`config.mk`:
```
export PLATFORM = sky130hd
export DESIGN_NAME = pt_walker
export DESIGN_NICKNAME = d
export VERILOG_FILES = /design/src/rtl/pt_walk_pkg.sv /design/src/rtl/pt_walk_ctrl.sv /design/src/rtl/pt_walk_dp.sv /design/src/rtl/pt_walker.sv
export SDC_FILE = /design/constraint.sdc
export NUM_CORES = 1
export LEC_CHECK = 0
export ABC_AREA = 1
export ABC_CLOCK_PERIOD_IN_PS = 4350
export BUFFER_PORTS_ARGS = -buffer_cell sky130_fd_sc_hd__buf_2
export CORE_UTILIZATION = 55
export DETAILED_ROUTE_END_ITERATION = 10
export PLACE_DENSITY = 0.81
export SETUP_SLACK_MARGIN = 0.05
export SLEW_MARGIN = 10
export SYNTH_ARGS = -nofsm -noshare
export SYNTH_HDL_FRONTEND = slang
export SYNTH_SLANG_ARGS = --single-unit
```
`constraint.sdc`:
```
create_clock -name clk -period 4.35 [get_ports clk]
set_input_delay 1.0875 -clock clk [delete_from_list [all_inputs] [get_ports clk]]
set_output_delay 1.0875 -clock clk [all_outputs]
set_load 0.01 [all_outputs]
```
`src/rtl/pt_walk_pkg.sv`:
```
package pt_walk_pkg;
  localparam int VA_W     = 32;
  localparam int IDX_W    = 10;
  localparam int OFF_W    = 12;
  localparam int ENT_SH   = 2;
  localparam int L2_LO    = OFF_W;
  localparam int L1_LO    = OFF_W + IDX_W;
  localparam int PRES_BIT = 0;
  localparam int RD_BIT   = 1;
  localparam int WR_BIT   = 2;
  localparam int ATTR_LO  = 3;
  localparam int ATTR_W   = 6;

  typedef enum logic [1:0] {
    FLT_NONE   = 2'd0,
    FLT_ABSENT = 2'd1,
    FLT_BUSERR = 2'd2,
    FLT_DENIED = 2'd3
  } faultKind_e;

  typedef struct packed {
    logic       capReq;
    logic       capL1;
    logic       capLeaf;
    logic       setFault;
    faultKind_e faultKind;
    logic       selL2;
  } walkStrobe_t;
endpackage

```
`src/rtl/pt_walk_ctrl.sv`:
```
module pt_walk_ctrl
  import pt_walk_pkg::*;
(
  input  logic        clk,
  input  logic        rstN,
  input  logic        reqValid,
  output logic        reqReady,
  output logic        memReqValid,
  input  logic        memReqReady,
  input  logic        memRspValid,
  input  logic        memRspErr,
  input  logic        entryPresent,
  input  logic        accessOk,
  output logic        done,
  output walkStrobe_t strobe
);
  typedef enum logic [2:0] {
    ST_IDLE, ST_L1REQ, ST_L1RSP, ST_L2REQ, ST_L2RSP, ST_FIN
  } walkState_e;

  walkState_e state, nextState;

  always_ff @(posedge clk) begin
    if (!rstN) state <= ST_IDLE;
    else       state <= nextState;
  end

  always_comb begin
    nextState   = state;
    reqReady    = 1'b0;
    memReqValid = 1'b0;
    done        = 1'b0;
    strobe      = '0;
    case (state)
      ST_IDLE: begin
        reqReady = 1'b1;
        if (reqValid) begin
          strobe.capReq = 1'b1;
          nextState     = ST_L1REQ;
        end
      end
      ST_L1REQ: begin
        memReqValid = 1'b1;
        if (memReqReady) nextState = ST_L1RSP;
      end
      ST_L1RSP: begin
        if (memRspValid) begin
          if (memRspErr) begin
            strobe.setFault  = 1'b1;
            strobe.faultKind = FLT_BUSERR;
            nextState        = ST_FIN;
          end else if (!entryPresent) begin
            strobe.setFault  = 1'b1;
            strobe.faultKind = FLT_ABSENT;
            nextState        = ST_FIN;
          end else begin
            strobe.capL1 = 1'b1;
            nextState    = ST_L2REQ;
          end
        end
      end
      ST_L2REQ: begin
        strobe.selL2 = 1'b1;
        memReqValid  = 1'b1;
        if (memReqReady) nextState = ST_L2RSP;
      end
      ST_L2RSP: begin
        strobe.selL2 = 1'b1;
        if (memRspValid) begin
          nextState = ST_FIN;
          if (memRspErr) begin
            strobe.setFault  = 1'b1;
            strobe.faultKind = FLT_BUSERR;
          end else if (!entryPresent) begin
            strobe.setFault  = 1'b1;
            strobe.faultKind = FLT_ABSENT;
          end else if (!accessOk) begin
            strobe.setFault  = 1'b1;
            strobe.faultKind = FLT_DENIED;
          end else begin
            strobe.capLeaf = 1'b1;
          end
        end
      end
      ST_FIN: begin
        done      = 1'b1;
        nextState = ST_IDLE;
      end
      default: nextState = ST_IDLE;
    endcase
  end

  // a raised request is held until taken
  p_hold_req_r10: assert property (@(posedge clk) disable iff (!rstN)
    memReqValid && !memReqReady |=> memReqValid);

  // an absent directory entry ends the walk without a second read
  p_absent_stops_r4: assert property (@(posedge clk) disable iff (!rstN)
    (state == ST_L1RSP) && memRspValid && !memRspErr && !entryPresent
      |=> done && !memReqValid);
endmodule

```
`src/rtl/pt_walk_dp.sv`:
```
module pt_walk_dp
  import pt_walk_pkg::*;
(
  input  logic              clk,
  input  logic              rstN,
  input  walkStrobe_t       strobe,
  input  logic [VA_W-1:0]   dirBase,
  input  logic [VA_W-1:0]   reqVaddr,
  input  logic              reqWrite,
  input  logic [VA_W-1:0]   memRspData,
  output logic [VA_W-1:0]   memReqAddr,
  output logic              entryPresent,
  output logic              accessOk,
  output logic [1:0]        faultCode,
  output logic [VA_W-1:0]   resPaddr,
  output logic [ATTR_W-1:0] resAttr,
  output logic [VA_W-1:0]   resVaddr,
  output logic              resWrite
);
  localparam int PAD_W = VA_W - IDX_W - ENT_SH;

  logic [VA_W-1:0] vaReg, baseReg, l2Base;
  logic            wrReg;
  faultKind_e      faultReg;
  logic [IDX_W-1:0] idxTop, idxLeaf;
  logic [VA_W-1:0]  offTop, offLeaf;

  assign idxTop  = vaReg[L1_LO +: IDX_W];
  assign idxLeaf = vaReg[L2_LO +: IDX_W];
  assign offTop  = {{PAD_W{1'b0}}, idxTop,  {ENT_SH{1'b0}}};
  assign offLeaf = {{PAD_W{1'b0}}, idxLeaf, {ENT_SH{1'b0}}};

  always_ff @(posedge clk) begin
    if (!rstN) begin
      vaReg    <= '0;
      wrReg    <= 1'b0;
      baseReg  <= '0;
      l2Base   <= '0;
      resPaddr <= '0;
      resAttr  <= '0;
      faultReg <= FLT_NONE;
    end else begin
      if (strobe.capReq) begin
        vaReg    <= reqVaddr;
        wrReg    <= reqWrite;
        baseReg  <= dirBase;
        resPaddr <= '0;
        resAttr  <= '0;
        faultReg <= FLT_NONE;
      end
      if (strobe.capL1) begin
        l2Base <= memRspData & ~(VA_W'(1) << PRES_BIT);
      end
      if (strobe.capLeaf) begin
        resPaddr <= {memRspData[VA_W-1:OFF_W], vaReg[OFF_W-1:0]};
        resAttr  <= memRspData[ATTR_LO +: ATTR_W];
      end
      if (strobe.setFault) begin
        faultReg <= strobe.faultKind;
      end
    end
  end

  assign memReqAddr   = strobe.selL2 ? (l2Base + offLeaf) : (baseReg + offTop);
  assign entryPresent = memRspData[PRES_BIT];
  assign accessOk     = wrReg ? memRspData[WR_BIT] : memRspData[RD_BIT];
  assign faultCode    = faultReg;
  assign resVaddr     = vaReg;
  assign resWrite     = wrReg;
endmodule

```
`src/rtl/pt_walker.sv`:
```
module pt_walker
  import pt_walk_pkg::*;
(
  input  logic              clk,
  input  logic              rstN,
  input  logic [VA_W-1:0]   dirBase,
  input  logic              reqValid,
  output logic              reqReady,
  input  logic [VA_W-1:0]   reqVaddr,
  input  logic              reqWrite,
  output logic              memReqValid,
  input  logic              memReqReady,
  output logic [VA_W-1:0]   memReqAddr,
  input  logic              memRspValid,
  input  logic [VA_W-1:0]   memRspData,
  input  logic              memRspErr,
  output logic              done,
  output logic [1:0]        faultCode,
  output logic [VA_W-1:0]   resPaddr,
  output logic [ATTR_W-1:0] resAttr,
  output logic [VA_W-1:0]   resVaddr,
  output logic              resWrite
);
  walkStrobe_t strobe;
  logic        entryPresent, accessOk;

  pt_walk_ctrl u_ctrl (
    .clk(clk), .rstN(rstN),
    .reqValid(reqValid), .reqReady(reqReady),
    .memReqValid(memReqValid), .memReqReady(memReqReady),
    .memRspValid(memRspValid), .memRspErr(memRspErr),
    .entryPresent(entryPresent), .accessOk(accessOk),
    .done(done), .strobe(strobe)
  );

  pt_walk_dp u_dp (
    .clk(clk), .rstN(rstN), .strobe(strobe),
    .dirBase(dirBase), .reqVaddr(reqVaddr), .reqWrite(reqWrite),
    .memRspData(memRspData), .memReqAddr(memReqAddr),
    .entryPresent(entryPresent), .accessOk(accessOk),
    .faultCode(faultCode), .resPaddr(resPaddr), .resAttr(resAttr),
    .resVaddr(resVaddr), .resWrite(resWrite)
  );

  // address does not move while the request waits
  p_addr_stable_r10: assert property (@(posedge clk) disable iff (!rstN)
    memReqValid && !memReqReady |=> $stable(memReqAddr));

  // the completion strobe lasts one cycle
  p_done_pulse_r9: assert property (@(posedge clk) disable iff (!rstN)
    done |=> !done);

  // no memory traffic while idle
  p_idle_quiet_r9: assert property (@(posedge clk) disable iff (!rstN)
    reqReady |-> !memReqValid);

  // page offset passes through unchanged on success
  p_offset_kept_r5: assert property (@(posedge clk) disable iff (!rstN)
    done && (faultCode == 2'd0) |-> resPaddr[OFF_W-1:0] == resVaddr[OFF_W-1:0]);

  // faulted walks carry no address or attributes
  p_fault_blank_r7: assert property (@(posedge clk) disable iff (!rstN)
    done && (faultCode != 2'd0) |-> (resPaddr == '0) && (resAttr == '0));
endmodule

```
==> flow_summary.ini <==
[sta]
fin_crit_sh = 0.8666
drv_slew = 0
fin_skew_ns = 0.007069
finalHoldViolCount = 0
fin_crit_ns = 3.770
worst_slew_pin_slew_ns = 0.9719
fmax_mhz = 265.3
maxSlewHeadroom = 0.3505
rsz0062_at_grt = no
setup_viol = 0
tns_ns = 0

[global_route]
grt_max_degree = 65
grt_pass1_wl_um = 36780
grtUsageTotal = 0.3175
overflow = 0
grt_pass1_vias = 7765
antenna_found_initial = 0

[clock_tree]
h-tree-depth = 4
ctsHoldBuffers = 0
numCtsBuffers = 17
root_buffer = clkbuf_16
post_cts_resized = 0
cts_sinks = 139
ctsLongestPathBuffers = 2
clkLatencyLatePin_ns = 0.43
path_clk_slew_ns = 0.06
cts_tree = done
postCtsSetupBuffers = 0

[setup_path]
crit_path_end_kind = output pin
crit_path_start = u_dp.resVaddr[12]$_SDFFE_PN0P_
worst-r2r-cell-count = 7
critical_path_required_ns = 3.26
crit_type = register to output pin
reg2reg_slack_ns = 1.91
cp.arrival_ns = 2.68
reg2reg_to = u_dp.resPaddr[13]$_SDFFE_PN0P_
crit_fanout = 10
cp-start-kind = register
r2r-start = u_ctrl.state[1]$_SDFFE_PN0P_

[min_path]
worstHoldEndpoint = u_dp.baseReg[0]$_SDFFE_PN0P_
hold_start = u_dp.baseReg[0]$_SDFFE_PN0P_
holdPathStages = 2
holdCritPathClass = register to register

[die]
die-area_um2 = 14830
io-pin-count = 211
die_height_um = 121.8
core.rowCount = 43
core_um2 = 13930
die_w_um = 121.8
initial_core_util = 0.5663

[synth]
synth.net_count = 1363
synth-warning-count = 0
syn_avg_cell_area_um2 = 6.374
ys_seq_elements = 139
synth_area_um2 = 7891
seq_area_frac_synth = 0.3526
synthCells = 1238
synthDistinctLibCells = 30

[power_and_ir_drop]
ir_worst_vdd_uv = 338.7
totalPowerFinal_w = 0.004578
power_density_nw_per_um2 = 478.5
p_leak_nw = 4.741

[routing]
drtAntennaViolNets = 0
vias_per_cell = 5.300
drt_iter0_drc = 462
drt_wl_total_um = 23390
route.vias.total = 8549
drc = 0
drt_pass1_iterations = 5
wl_per_cell_um = 14.50

[place]
detailed_place_hpwl_um = 17420
port_buffers = 210
gp_congestion = 0.9265

[finish]
area_growth_pct = 21.25
finalCoreUtilization = 0.6866
antenna_cells = 0
nFillCells = 1303
layout_commonest_cell = nand2_1
layout-drive-gt1-share = 0.1807
final_nets = 1545
final_cell_mix = nand2_1 (309), buf_2 (210), nand3_1 (161), a21oi_1 (151)

[run_status]
outcome = finished clean

[job]
maxCapViolations = 0
-- final cells by class --
cell class	count	area, um2	share of cell area
clock buffer	19	432.9	0.04525
clock inverter	13	131.4	0.01373
inverter	145	544.3	0.05689
multi-input combinational	898	4333	0.4529
sequential	139	2783	0.2908
tap	180	225.2	0.02354
timing repair buffer	219	1119	0.1169
-- cells in the mapped netlist, drive strengths merged --
| cell type | instances | area share |
|---|---|---|
| nand2 | 311 | 0.15 |
| nand3 | 161 | 0.10 |
| a21oi | 151 | 0.096 |
| inv | 145 | 0.069 |
| dfxtp | 139 | 0.35 |
| o21ai | 87 | 0.055 |
| nor2 | 79 | 0.039 |
| clkbuf | 36 | 0.017 |
| or2 | 26 | 0.021 |
| buf | 20 | 0.013 |
| ha | 20 | 0.032 |
| nand2b | 14 | 0.011 |
| nand4 | 13 | 0.011 |
| nor3 | 12 | 0.0076 |
| xor2 | 6 | 0.0067 |
| nand3b | 5 | 0.0048 |
| and2 | 4 | 0.0032 |
| a21boi | 2 | 0.0019 |
| fa | 2 | 0.0051 |
| o21a | 2 | 0.0019 |
| o22ai | 2 | 0.0016 |
| xnor2 | 1 | 0.0011 |
-- critical path, stage by stage (launching register included) --
cell and delay, ns:
dfxtp_1 0.32, ha_1 0.24, fa_1 0.43, nand3_1 0.11
nand3_1 0.15, nand3_1 0.11, nand3_1 0.28, nand2_1 0.14
inv_1 0.04, o21ai_0 0.19, nand2_1 0.11, buf_2 0.15
-- per-layer routing --
metal	global-route usage	routed length, um	vias to the layer above
li1	-	-	4398
met1	0.3940	10470	3829
met2	0.5346	10960	283
met3	0.07444	1537	39
met4	0.1119	422	0
met5	0	0	-
-- logic make-up after synthesis --
| logic type | Yosys count | synth area share |
|---|---|---|
| AND/OR/NAND/NOR | 625 | 0.3475 |
| AO/OA/AOI/OAI | 244 | 0.1563 |
| buffers and inverters | 201 | 0.09894 |
| flip-flops | 139 | 0.3526 |
| adder cells (fa/ha/maj) | 22 | 0.03678 |
| XOR/XNOR | 7 | 0.007769 |
-- registers in the layout, summed over array words and instances, names as in the netlist --
| register | flops |
|---|---|
| u_ctrl.state | 3 |
| u_dp.baseReg | 32 |
| u_dp.faultCode | 2 |
| u_dp.l2Base | 31 |
| u_dp.resAttr | 6 |
| u_dp.resPaddr | 32 |
| u_dp.resVaddr | 32 |
| u_dp.resWrite | 1 |
-- where the power goes --
part	internal [W]	leakage, nW	switching [W]
combinational	0.000513	3.33	0.00100
clock	0.000800	0.277	0.000611
sequential	0.00147	1.13	0.000181
-- stage by stage --
| stage | hold WS, ns | cells | instance area (um2) | worst slack (ns) |
|---|---|---|---|---|
| 2_1_floorplan | 0.4245 | 1238 | 7891 | 1.402 |
| 3_3_place_gp | 0.4435 | 1581 | 9004 | 1.020 |
| 3_5_place_dp | 0.4519 | 1581 | 9004 | 1.021 |
| 4_1_cts | 0.4607 | 1613 | 9568 | 0.5580 |
| 5_1_grt | 0.4840 | 1613 | 9568 | 0.3522 |
| 6_report | 0.4570 | 1613 | 9568 | 0.5803 |
-- worst max path at each step --
stage / endpoint / slack (ns) / depth (start not counted)
floorplan: memReqAddr[14] / 1.40 / 10
global placement: memReqAddr[14] / 1.02 / 11
detailed placement: memReqAddr[14] / 1.02 / 11
CTS: memReqAddr[14] / 0.56 / 11
global route: memReqAddr[14] / 0.35 / 11
finish: memReqAddr[14] / 0.58 / 11
Note: power is estimated with default switching activity, not from simulation.
